[src/rtl/msgq_pkg.sv]
package msgq_pkg;

    localparam int QUEUES = 4;

    typedef enum logic [1:0] {
        QS_EMPTY = 2'd0,
        QS_PART  = 2'd1,
        QS_FULL  = 2'd2
    } qstate_e;

    // Queue index for the read side of a port (port = addr[3:2])
    function automatic logic [1:0] port_rd_queue(input logic [1:0] port);
        logic [1:0] q;
        unique case (port)
            2'd0: q = 2'd0;
            2'd1: q = 2'd3;
            2'd2: q = 2'd1;
            2'd3: q = 2'd2;
            default: q = 2'd0;
        endcase
        return q;
    endfunction

    // Queue index for the write side of a port
    function automatic logic [1:0] port_wr_queue(input logic [1:0] port);
        logic [1:0] q;
        unique case (port)
            2'd0: q = 2'd1;
            2'd1: q = 2'd2;
            2'd2: q = 2'd0;
            2'd3: q = 2'd3;
            default: q = 2'd0;
        endcase
        return q;
    endfunction

endpackage

[src/rtl/msgq_decode.sv]
module msgq_decode
    import msgq_pkg::*;
#(
    parameter int          ADDR_W = 8,
    parameter logic [7:0]  BASE   = 8'h40
) (
    input  logic [ADDR_W-1:0]  addr,
    output logic               hit,
    output logic [QUEUES-1:0]  rd_sel,
    output logic [QUEUES-1:0]  wr_sel
);

    logic [ADDR_W-1:0] base_ext;
    logic [1:0]        port;
    logic [1:0]        rq;
    logic [1:0]        wq;

    assign base_ext = ADDR_W'(BASE);
    assign port     = addr[3:2];
    assign hit      = (addr[ADDR_W-1:4] == base_ext[ADDR_W-1:4]) && (addr[1:0] == 2'b00);
    assign rq       = port_rd_queue(port);
    assign wq       = port_wr_queue(port);

    for (genvar g = 0; g < QUEUES; g++) begin : g_sel
        assign rd_sel[g] = hit && (rq == 2'(g));
        assign wr_sel[g] = hit && (wq == 2'(g));
    end

endmodule

[src/rtl/msgq_queue.sv]
module msgq_queue
    import msgq_pkg::*;
#(
    parameter int DEPTH  = 32,
    parameter int DATA_W = 32
) (
    input  logic              clk,
    input  logic              rst,
    input  logic              push,
    input  logic              pop,
    input  logic [DATA_W-1:0] wdata,
    output logic [DATA_W-1:0] head_data,
    output logic              empty,
    output logic              full,
    output logic              ovf
);

    localparam int PTR_W = $clog2(DEPTH);
    localparam int CNT_W = $clog2(DEPTH + 1);
    localparam logic [CNT_W-1:0] CNT_LAST = CNT_W'(DEPTH - 1);
    localparam logic [CNT_W-1:0] CNT_ONE  = CNT_W'(1);
    localparam logic [PTR_W-1:0] PTR_END  = PTR_W'(DEPTH - 1);

    qstate_e           state_q, state_d;
    logic [DATA_W-1:0] mem [DEPTH];
    logic [PTR_W-1:0]  head, tail;
    logic [CNT_W-1:0]  count;
    logic              push_ok, pop_ok;

    assign push_ok = push && (state_q != QS_FULL);
    assign pop_ok  = pop  && (state_q != QS_EMPTY);

    // State register
    always_ff @(posedge clk) begin
        if (rst) state_q <= QS_EMPTY;
        else     state_q <= state_d;
    end

    // Next-state logic
    always_comb begin
        state_d = state_q;
        unique case (state_q)
            QS_EMPTY: begin
                if (push_ok && !pop_ok) state_d = QS_PART;
            end
            QS_PART: begin
                if (push_ok && !pop_ok && count == CNT_LAST)
                    state_d = QS_FULL;
                else if (pop_ok && !push_ok && count == CNT_ONE)
                    state_d = QS_EMPTY;
            end
            QS_FULL: begin
                if (pop_ok && !push_ok) state_d = QS_PART;
            end
            default: state_d = QS_EMPTY;
        endcase
    end

    // Output decode
    always_comb begin
        empty = 1'b0;
        full  = 1'b0;
        unique case (state_q)
            QS_EMPTY: empty = 1'b1;
            QS_PART:  ;
            QS_FULL:  full  = 1'b1;
            default:  empty = 1'b1;
        endcase
    end

    // Pointers, occupancy and overflow pulse
    always_ff @(posedge clk) begin
        if (rst) begin
            head  <= '0;
            tail  <= '0;
            count <= '0;
            ovf   <= 1'b0;
        end else begin
            ovf <= push && (state_q == QS_FULL);
            if (push_ok) head <= (head == PTR_END) ? '0 : head + 1'b1;
            if (pop_ok)  tail <= (tail == PTR_END) ? '0 : tail + 1'b1;
            if (push_ok && !pop_ok)      count <= count + 1'b1;
            else if (pop_ok && !push_ok) count <= count - 1'b1;
        end
    end

    // Storage
    always_ff @(posedge clk) begin
        if (push_ok) mem[head] <= wdata;
    end

    assign head_data = mem[tail];

    // state flags agree with the occupancy counter
    a_r7_empty_count: assert property (@(posedge clk) disable iff (rst)
        empty == (count == '0));
    a_r7_full_count: assert property (@(posedge clk) disable iff (rst)
        full == (count == CNT_W'(DEPTH)));

    // a push into a full queue moves neither occupancy nor write pointer
    a_r5_full_hold: assert property (@(posedge clk) disable iff (rst)
        (full && push && !pop) |=> ($stable(count) && $stable(head)));

    // a pop of an empty queue leaves the read pointer alone
    a_r4_empty_hold: assert property (@(posedge clk) disable iff (rst)
        (empty && pop && !push) |=> ($stable(tail) && empty));

    // an overflow pulse only follows a cycle in which the queue was full
    a_r6_ovf_cause: assert property (@(posedge clk) disable iff (rst)
        ovf |-> $past(full));

endmodule

[src/rtl/msgq_regfile.sv]
module msgq_regfile
    import msgq_pkg::*;
#(
    parameter int         ADDR_W = 8,
    parameter int         DATA_W = 32,
    parameter int         DEPTH  = 32,
    parameter logic [7:0] BASE   = 8'h40
) (
    input  logic              clk,
    input  logic              rst,
    input  logic [ADDR_W-1:0] addr,
    input  logic              rd_en,
    input  logic              wr_en,
    input  logic [DATA_W-1:0] wdata,
    output logic [DATA_W-1:0] rdata,
    output logic [QUEUES-1:0] q_empty,
    output logic [QUEUES-1:0] q_full,
    output logic [QUEUES-1:0] q_ovf
);

    localparam logic [DATA_W-1:0] EMPTY_WORD = '1;

    logic              hit;
    logic [QUEUES-1:0] rd_sel, wr_sel;
    logic [DATA_W-1:0] head_data [QUEUES];
    logic [DATA_W-1:0] rd_word;

    msgq_decode #(
        .ADDR_W (ADDR_W),
        .BASE   (BASE)
    ) u_decode (
        .addr   (addr),
        .hit    (hit),
        .rd_sel (rd_sel),
        .wr_sel (wr_sel)
    );

    for (genvar g = 0; g < QUEUES; g++) begin : g_queue
        msgq_queue #(
            .DEPTH  (DEPTH),
            .DATA_W (DATA_W)
        ) u_queue (
            .clk       (clk),
            .rst       (rst),
            .push      (wr_en && wr_sel[g]),
            .pop       (rd_en && rd_sel[g]),
            .wdata     (wdata),
            .head_data (head_data[g]),
            .empty     (q_empty[g]),
            .full      (q_full[g]),
            .ovf       (q_ovf[g])
        );
    end

    // Read word selection: unmapped reads zero, empty queue reads all ones
    always_comb begin
        rd_word = hit ? EMPTY_WORD : '0;
        for (int i = 0; i < QUEUES; i++) begin
            if (rd_sel[i] && !q_empty[i]) rd_word = head_data[i];
        end
    end

    always_ff @(posedge clk) begin
        if (rst)        rdata <= '0;
        else if (rd_en) rdata <= rd_word;
    end

    // one address never selects the same queue for both directions
    a_r8_sel_disjoint: assert property (@(posedge clk) disable iff (rst)
        ((rd_sel & wr_sel) == '0) && $onehot0(rd_sel) && $onehot0(wr_sel));

    // read data holds when no read was sampled
    a_r3_rdata_hold: assert property (@(posedge clk) disable iff (rst)
        (!$past(rst) && !$past(rd_en)) |-> $stable(rdata));

    // unmapped addresses touch no queue
    a_r9_unmapped_idle: assert property (@(posedge clk) disable iff (rst)
        !hit |-> (rd_sel == '0 && wr_sel == '0));

endmodule

[config.mk]
export PLATFORM = sky130hd
export DESIGN_NAME = msgq_regfile
export DESIGN_NICKNAME = d
export VERILOG_FILES = /design/src/rtl/msgq_pkg.sv /design/src/rtl/msgq_decode.sv /design/src/rtl/msgq_queue.sv /design/src/rtl/msgq_regfile.sv
export SDC_FILE = /design/constraint.sdc
export NUM_CORES = 2
export LEC_CHECK = 0
export CAP_MARGIN = 20
export CORE_MARGIN = 4
export CORE_UTILIZATION = 57
export DETAILED_ROUTE_END_ITERATION = 6
export PLACE_DENSITY = 0.77
export SYNTH_ARGS = -nofsm -noshare
export SYNTH_HDL_FRONTEND = slang
export SYNTH_SLANG_ARGS = --single-unit
[constraint.sdc]
create_clock -name clk -period 4.3 [get_ports clk]
set_input_delay 1.075 -clock clk [delete_from_list [all_inputs] [get_ports clk]]
set_output_delay 1.075 -clock clk [all_outputs]
set_load 0.02 [all_outputs]
# After elaboration in Yosys (flattened, before gate mapping)
# Memories as Yosys holds them, arrays and structs flattened. A register that Yosys moved wholly into a read port is not among the register bits.
# Index checks and enable logic that the tools add are counted.
# classes
addsub,16
n_eq_ne,50
muxes,67
reduce_logical,81
# ops
cell,count
two-way mux 32 bit,5
two-way mux 5 bit,16
logical AND 1 bit,49
two-way mux 6 bit,8
"adder 5 x 1 -> 5 bit, second input constant",8
"== test 5 bit, second input constant",8
two-way mux 2 bit,16
"adder 6 x 1 -> 6 bit, second input constant",4
"== test 6 x 1 -> 1 bit, second input constant",4
"== test 6 x 5 -> 1 bit, second input constant",4
case mux 2 bit (3 select lines),4
"subtractor 6 x 1 -> 6 bit, second input constant",4
"== test 2 bit, second input constant",10
zero test 2 bit,8
two-way mux 1 bit,16
"!= test 2 x 1 -> 1 bit, second input constant",8
case mux 2 bit (4 select lines),2
nonzero test 2 bit,8
"== test 2 x 1 -> 1 bit, second input constant",7
"!= test 3 x 1 -> 1 bit, second input constant",4
AND reduction 3 bit,4
zero test 1 bit,8
"!= test 2 bit, second input constant",4
OR reduction 2 bit,4
"== test 4 x 3 -> 1 bit, second input constant",1
# word_totals
reg_bits,108
ram_bits,4096
input_bits,44
out_inout_bits,44
wordCells,239
mem_count,4
# memory_table
name,depth,width,rd,rd_ports_with_merged_regs,write_ports,line_no,rtl
g_queue[0].u_queue.mem,32,32,1,1,1,msgq_queue.sv:25,logic [DATA_W-1:0] mem [DEPTH];
g_queue[1].u_queue.mem,32,32,1,1,1,msgq_queue.sv:25,
g_queue[2].u_queue.mem,32,32,1,1,1,msgq_queue.sv:25,
g_queue[3].u_queue.mem,32,32,1,1,1,msgq_queue.sv:25,

# Longest topological paths before layout
# logic_depth
ltp_word,12
ltp_mapped,11
ltp_nobuf,9

# Cells and area by module
# From an unflattened synthesis, not the netlist that was laid out.
# unflattened
hier_cells,9806
hier_area_um2,166498.4
# by_module_without_submodules
mod,instances,cells_each,area_per_inst_um2,seq_area_each_um2
msgq_queue at g_queue[1].u_queue ...,2,2370,41011.8,31230.0
msgq_queue at g_queue[0].u_queue,1,2370,41090.7,31230.0
msgq_queue at g_queue[3].u_queue,1,2377,41036.9,31230.0
msgq_regfile,1,307,2250.9,640.6
msgq_decode,1,12,96.3,0.0

# Worst setup path before layout
# No wires, ideal clock.
# synth_timing
path_type,input to register
startpoint,in addr[1]
endpoint,mem g_queue[0].u_queue.mem[15][0] (enable)
setup_ns,0.421
arrival_time_ns,3.827
required_ns,3.879
setup_slack_ns,0.052
cell_stages,6
path_buffers,0
cell_sequence,or2_2 nor4_2 nand2_2 nor3_1 nand2_1 nor2_1
# synth_via
elab_chain_cells,7
# synth_rtl
element,line_no,rtl
"start, declared",msgq_regfile.sv:11,"input logic [ADDR_W-1:0] addr,"
zero test 2 bit,msgq_decode.sv:20,assign hit = (addr[ADDR_W-1:4] == base_ext[ADDR_W-1:4]) && (addr[1:0] == 2'b00);
logical AND 1 bit,msgq_decode.sv:20,
logical AND 1 bit,msgq_decode.sv:26,assign wr_sel[g] = hit && (wq == 2'(g));
logical AND 1 bit,msgq_regfile.sv:45,".push (wr_en && wr_sel[g]),"
logical AND 1 bit,msgq_queue.sv:30,assign push_ok = push && (state_q != QS_FULL);
two-way mux 1 bit,msgq_queue.sv:89,if (push_ok) mem[head] <= wdata;
two-way mux 1 bit (implied by the code),msgq_queue.sv:89,
"end, declared",msgq_queue.sv:25,
# No other way between the ends.

# Worst setup path after layout
# layout_timing
startpoint,reg g_queue[0].u_queue.state_q[0]
endpoint,out q_empty[0]
# layout_via
elab_chain_cells,3
elab_cells_between_ends,4
classes_between,eq/ne (2); mux (1); reduce/logical (1)
# layout_rtl
element,line_no,rtl
"start, declared",msgq_queue.sv:24,"qstate_e state_q, state_d;"
"start signal, assigned",msgq_queue.sv:36,else state_q <= state_d;
== test 2 x 1 -> 1 bit / == test 2 bit (equally long branches),msgq_queue.sv:63,unique case (state_q)
OR reduction 2 bit (no line) *,n/a,
two-way mux 1 bit *,msgq_queue.sv:63,
"end, declared",msgq_regfile.sv:16,"output logic [QUEUES-1:0] q_empty,"
# Mark *: on every way between the ends. The rest lies on a longest branch, timed or not.

==> impl_metrics.env <==
export IMPL_status="complete, no violations"
export IMPL_critical_path_class="flop to output pin"
export IMPL_post_cts_resize_count=0
export IMPL_post_route_drc_count=0
export IMPL_layout_setup_ws_ns=0.277
export IMPL_grt_use_met3=0.0800
export IMPL_slew_margin_rel=0.159
export IMPL_drt_pass1_iterations=7
export IMPL_yosysUniqueCellTypes=70
export IMPL_num_vias=84100
export IMPL_drive_gt1_frac=0.276
export IMPL_switchingPower_uw=16300
export IMPL_filler_cell_count=17200
export IMPL_deepest_level_of_the_cts_h_tree=5
export IMPL_globalplace_congestion=0.942
export IMPL_grt_util_met1=0.414
export IMPL_clkLatencyLatePin_ns=0.94
export IMPL_seqPwrFrac=0.552
export IMPL_pwr_share_comb=0.012
export IMPL_maxCapViolCount=0
export IMPL_dpl_cell_count=11500
export IMPL_worstSetupEndpointType="output pin"
export IMPL_drtIter0Drc=14500
export IMPL_cts_buffers_inserted=400
export IMPL_crit_path_max_fanout=5
export IMPL_finalWirelength_um=454000
export IMPL_die_height_um=543
export IMPL_critical_path_startpoint_type="flop"
export IMPL_layout_commonest_cell="sky130_fd_sc_hd__edfxtp_1"
export IMPL_numClockSinks=4224
export IMPL_shortest_period_the_worst_path_allows_ns=4.02
export IMPL_pwr_share_clk=0.435
export IMPL_total_power_uw=81600
export IMPL_power_per_cell_area_nw_per_um2=436
export IMPL_floorplan_initialDensity=0.572
export IMPL_port_buffer_count=87
export IMPL_timing_final_setup_violations=0
export IMPL_layout_common_cells="sky130_fd_sc_hd__edfxtp_1, sky130_fd_sc_hd__mux4_2, sky130_fd_sc_hd__clkbuf_16"
export IMPL_timing_critical_path_slowest_cell_delay_ns=0.70
export IMPL_cts_buffer_depth=4
export IMPL_rsz0062_at_grt="no"
export IMPL_placeableCoreArea_sq_um=285000
export IMPL_ant_nets=0
export IMPL_ioPinCount=88
export IMPL_synth_yosys_seq_area_share=0.770
export IMPL_syn_nets=7652
export IMPL_worst_endpoint_arrival_ns=2.95
export IMPL_cts_clk_slew_worst_paths_ns=0.06
export IMPL_timing_max_transition_violations_final=0
export IMPL_worst_slew_pin_slew_ns=1.26
export IMPL_grt_pass1_vias=84000
export IMPL_grt_use_total=0.310
export IMPL_worst_hold_path_type="flop to flop"
export IMPL_grt_overflow_total=0
export IMPL_post_synth_instance_area_sq_um=163000
export IMPL_worstPathCellList="inv_1 > ha_1 > inv_1 > clkdlybuf4s50_1"
export IMPL_cts_root_buffer="sky130_fd_sc_hd__clkbuf_16"
export IMPL_crit_path_start="g_queue[0].u_queue.state_q[0]$_SDFFE_PP0P_"
export IMPL_number_of_enable_type_register_cells_in_the_synthesized_netlist=4096
export IMPL_ys_warn_count=0
export IMPL_cts_hold_buf=0
export IMPL_leakagePower_uw=0.0568
export IMPL_synth_ff_latch_count=4224
export IMPL_max_clock_freq_ghz=0.249
export IMPL_wire_per_inst_um=37.2
export IMPL_cell_int_power_uw=65400
export IMPL_largest_net_degree_at_the_start_of_global_routing=129
export IMPL_tns_ns=0
export IMPL_top_usage_layer="met2"
export IMPL_finClkSkew_ns=0.0688
export IMPL_syn_mean_instance_area_sq_um=21.6
export IMPL_cp_required_ns=3.22
export IMPL_final_hold_worst_slack_ns=0.490
export IMPL_post_dp_hpwl_um=266000
export IMPL_syn2layout_area_growth_pct=14.9
export IMPL_num_rows=196
export IMPL_vdd_drop_max_mv=0.610
export IMPL_synthCells=7556
export IMPL_path_common_cell="sky130_fd_sc_hd__inv_1"
export IMPL_via_per_inst=6.90
export IMPL_synth_async_reset_ratio=0
export IMPL_power_share_switching=0.199
export IMPL_grt_first_pass_wirelength_um=645000
export IMPL_report_final_hold_viol_count=0
export IMPL_fp_dieArea_sq_um=295000
export IMPL_grtUsageMet2=0.481
export IMPL_grt_antenna_before_repair=28
export IMPL_postSynth_topFlopCell="sky130_fd_sc_hd__edfxtp_1"
export IMPL_min_delay_start="rdata[26]$_SDFFE_PP0P_"
export IMPL_die_width_um=543
export IMPL_cts_setup_buffers=0
export IMPL_timing_final_crit_share=0.936
export IMPL_final_net_count=8193
export IMPL_post_layout_nonfiller_instances=12200
export IMPL_clock_tree_from_tritoncts="yes"
export IMPL_crit_slowest_cell="sky130_fd_sc_hd__clkdlybuf4s50_1"
export IMPL_place_ws_ns=-0.0434
-- power by group through the flow --
stage | clock [uW] | combinational, uW | sequential, uW
6_report | 35500 | 1010 | 45100
5_1_grt | 37600 | 1050 | 45100
4_1_cts | 35800 | 997 | 45100
3_5_place_dp | 0 | 997 | 46000
3_3_place_gp | 0 | 931 | 46000
2_1_floorplan | 0 | 52.0 | 46000
-- area by class of cell --
cell class                      count  area [sq um]  area share
Sequential cell                  4224        126000       0.670
Tap cell                         3762          4710      0.0251
Multi-Input combinational cell   2868         36500       0.195
Clock inverter                    246          2560      0.0137
Timing Repair Buffer              557          7340      0.0392
Clock buffer                      487         10500      0.0562
Antenna cell                       11          27.5    0.000147
Inverter                           46           174    0.000928
-- registers in the layout (all words and copies together) (netlist names), named ones only --
name	flops
g_queue.u_queue.count	24
g_queue.u_queue.head	20
g_queue.u_queue.mem	4096
g_queue.u_queue.ovf	4
g_queue.u_queue.state_q	8
g_queue.u_queue.tail	20
rdata	32
-- worst paths after layout --
| path | end | slack [ns] | cells after the start |
|---|---|---|---|
| worst min register to register | rdata[26]$_SDFFE_PP0P_ | 0.49 | 2 |
| worst max register to register | rdata[17]$_SDFFE_PP0P_ | 0.36 | 8 |
| worst max-delay path | q_empty[0] | 0.28 | 4 |
| worst min-delay path | rdata[26]$_SDFFE_PP0P_ | 0.49 | 2 |
-- worst max-delay path, delay by kind of cell, from the launching register on --
family,cells,cell delay (ns)
buffers and inverters,3,1.23
DFF,1,0.37
adders and majority gates,1,0.43
-- routing by layer --
layer / wire, um / share of wire / vias up
met5: 229 / 0.00050 / -
met4: 27400 / 0.060 / 20
li1: - / - / 32900
met3: 58900 / 0.13 / 1028
met2: 215000 / 0.47 / 6717
met1: 152000 / 0.33 / 43500
-- metrics by stage --
stage | utilization | instance area [sq um]
final | 0.658 | 187000
after global routing | 0.658 | 187000
after CTS | 0.657 | 187000
after detailed placement | 0.611 | 174000
after global placement | 0.611 | 174000
after floorplan | - | 163000
-- cells by family after synthesis --
kind of cell,Yosys count,synth area share
mux,1413,0.164
simple gates,793,0.0243
xor+xnor,20,0.00107
buf+inv,464,0.0127
fa+ha+maj,52,0.00399
compound gates,590,0.0241
flops,4224,0.770
-- cells in the mapped netlist, types with 16 or more instances --
cell type,instances,area share
sky130_fd_sc_hd__a211o_1,16,0.00086
sky130_fd_sc_hd__nor2b_1,24,0.00092
sky130_fd_sc_hd__mux2_2,53,0.0037
sky130_fd_sc_hd__nor2_1,267,0.0061
sky130_fd_sc_hd__mux2i_1,361,0.022
sky130_fd_sc_hd__and3_1,34,0.0013
sky130_fd_sc_hd__nor3_1,52,0.0016
sky130_fd_sc_hd__o22ai_1,56,0.0021
sky130_fd_sc_hd__ha_1,52,0.0040
sky130_fd_sc_hd__dfxtp_1,128,0.016
sky130_fd_sc_hd__o21ai_0,69,0.0021
sky130_fd_sc_hd__buf_2,148,0.0045
sky130_fd_sc_hd__nand3_1,99,0.0030
sky130_fd_sc_hd__a22o_1,44,0.0024
sky130_fd_sc_hd__nand4_1,31,0.0012
sky130_fd_sc_hd__a31oi_1,31,0.0012
sky130_fd_sc_hd__o221ai_1,26,0.0014
sky130_fd_sc_hd__clkbuf_1,182,0.0042
sky130_fd_sc_hd__a22oi_1,118,0.0054
sky130_fd_sc_hd__nand2_1,136,0.0031
sky130_fd_sc_hd__a21oi_1,151,0.0046
sky130_fd_sc_hd__a211oi_1,21,0.00097
sky130_fd_sc_hd__nor4_1,26,0.0010
sky130_fd_sc_hd__nand3b_1,18,0.00083
sky130_fd_sc_hd__edfxtp_1,4096,0.75
sky130_fd_sc_hd__mux4_2,999,0.14
sky130_fd_sc_hd__buf_1,52,0.0012
sky130_fd_sc_hd__buf_4,34,0.0016
sky130_fd_sc_hd__inv_1,45,0.0010
sky130_fd_sc_hd__nand2b_1,29,0.0011
No activity file was read; power rests on OpenSTA's default activity.
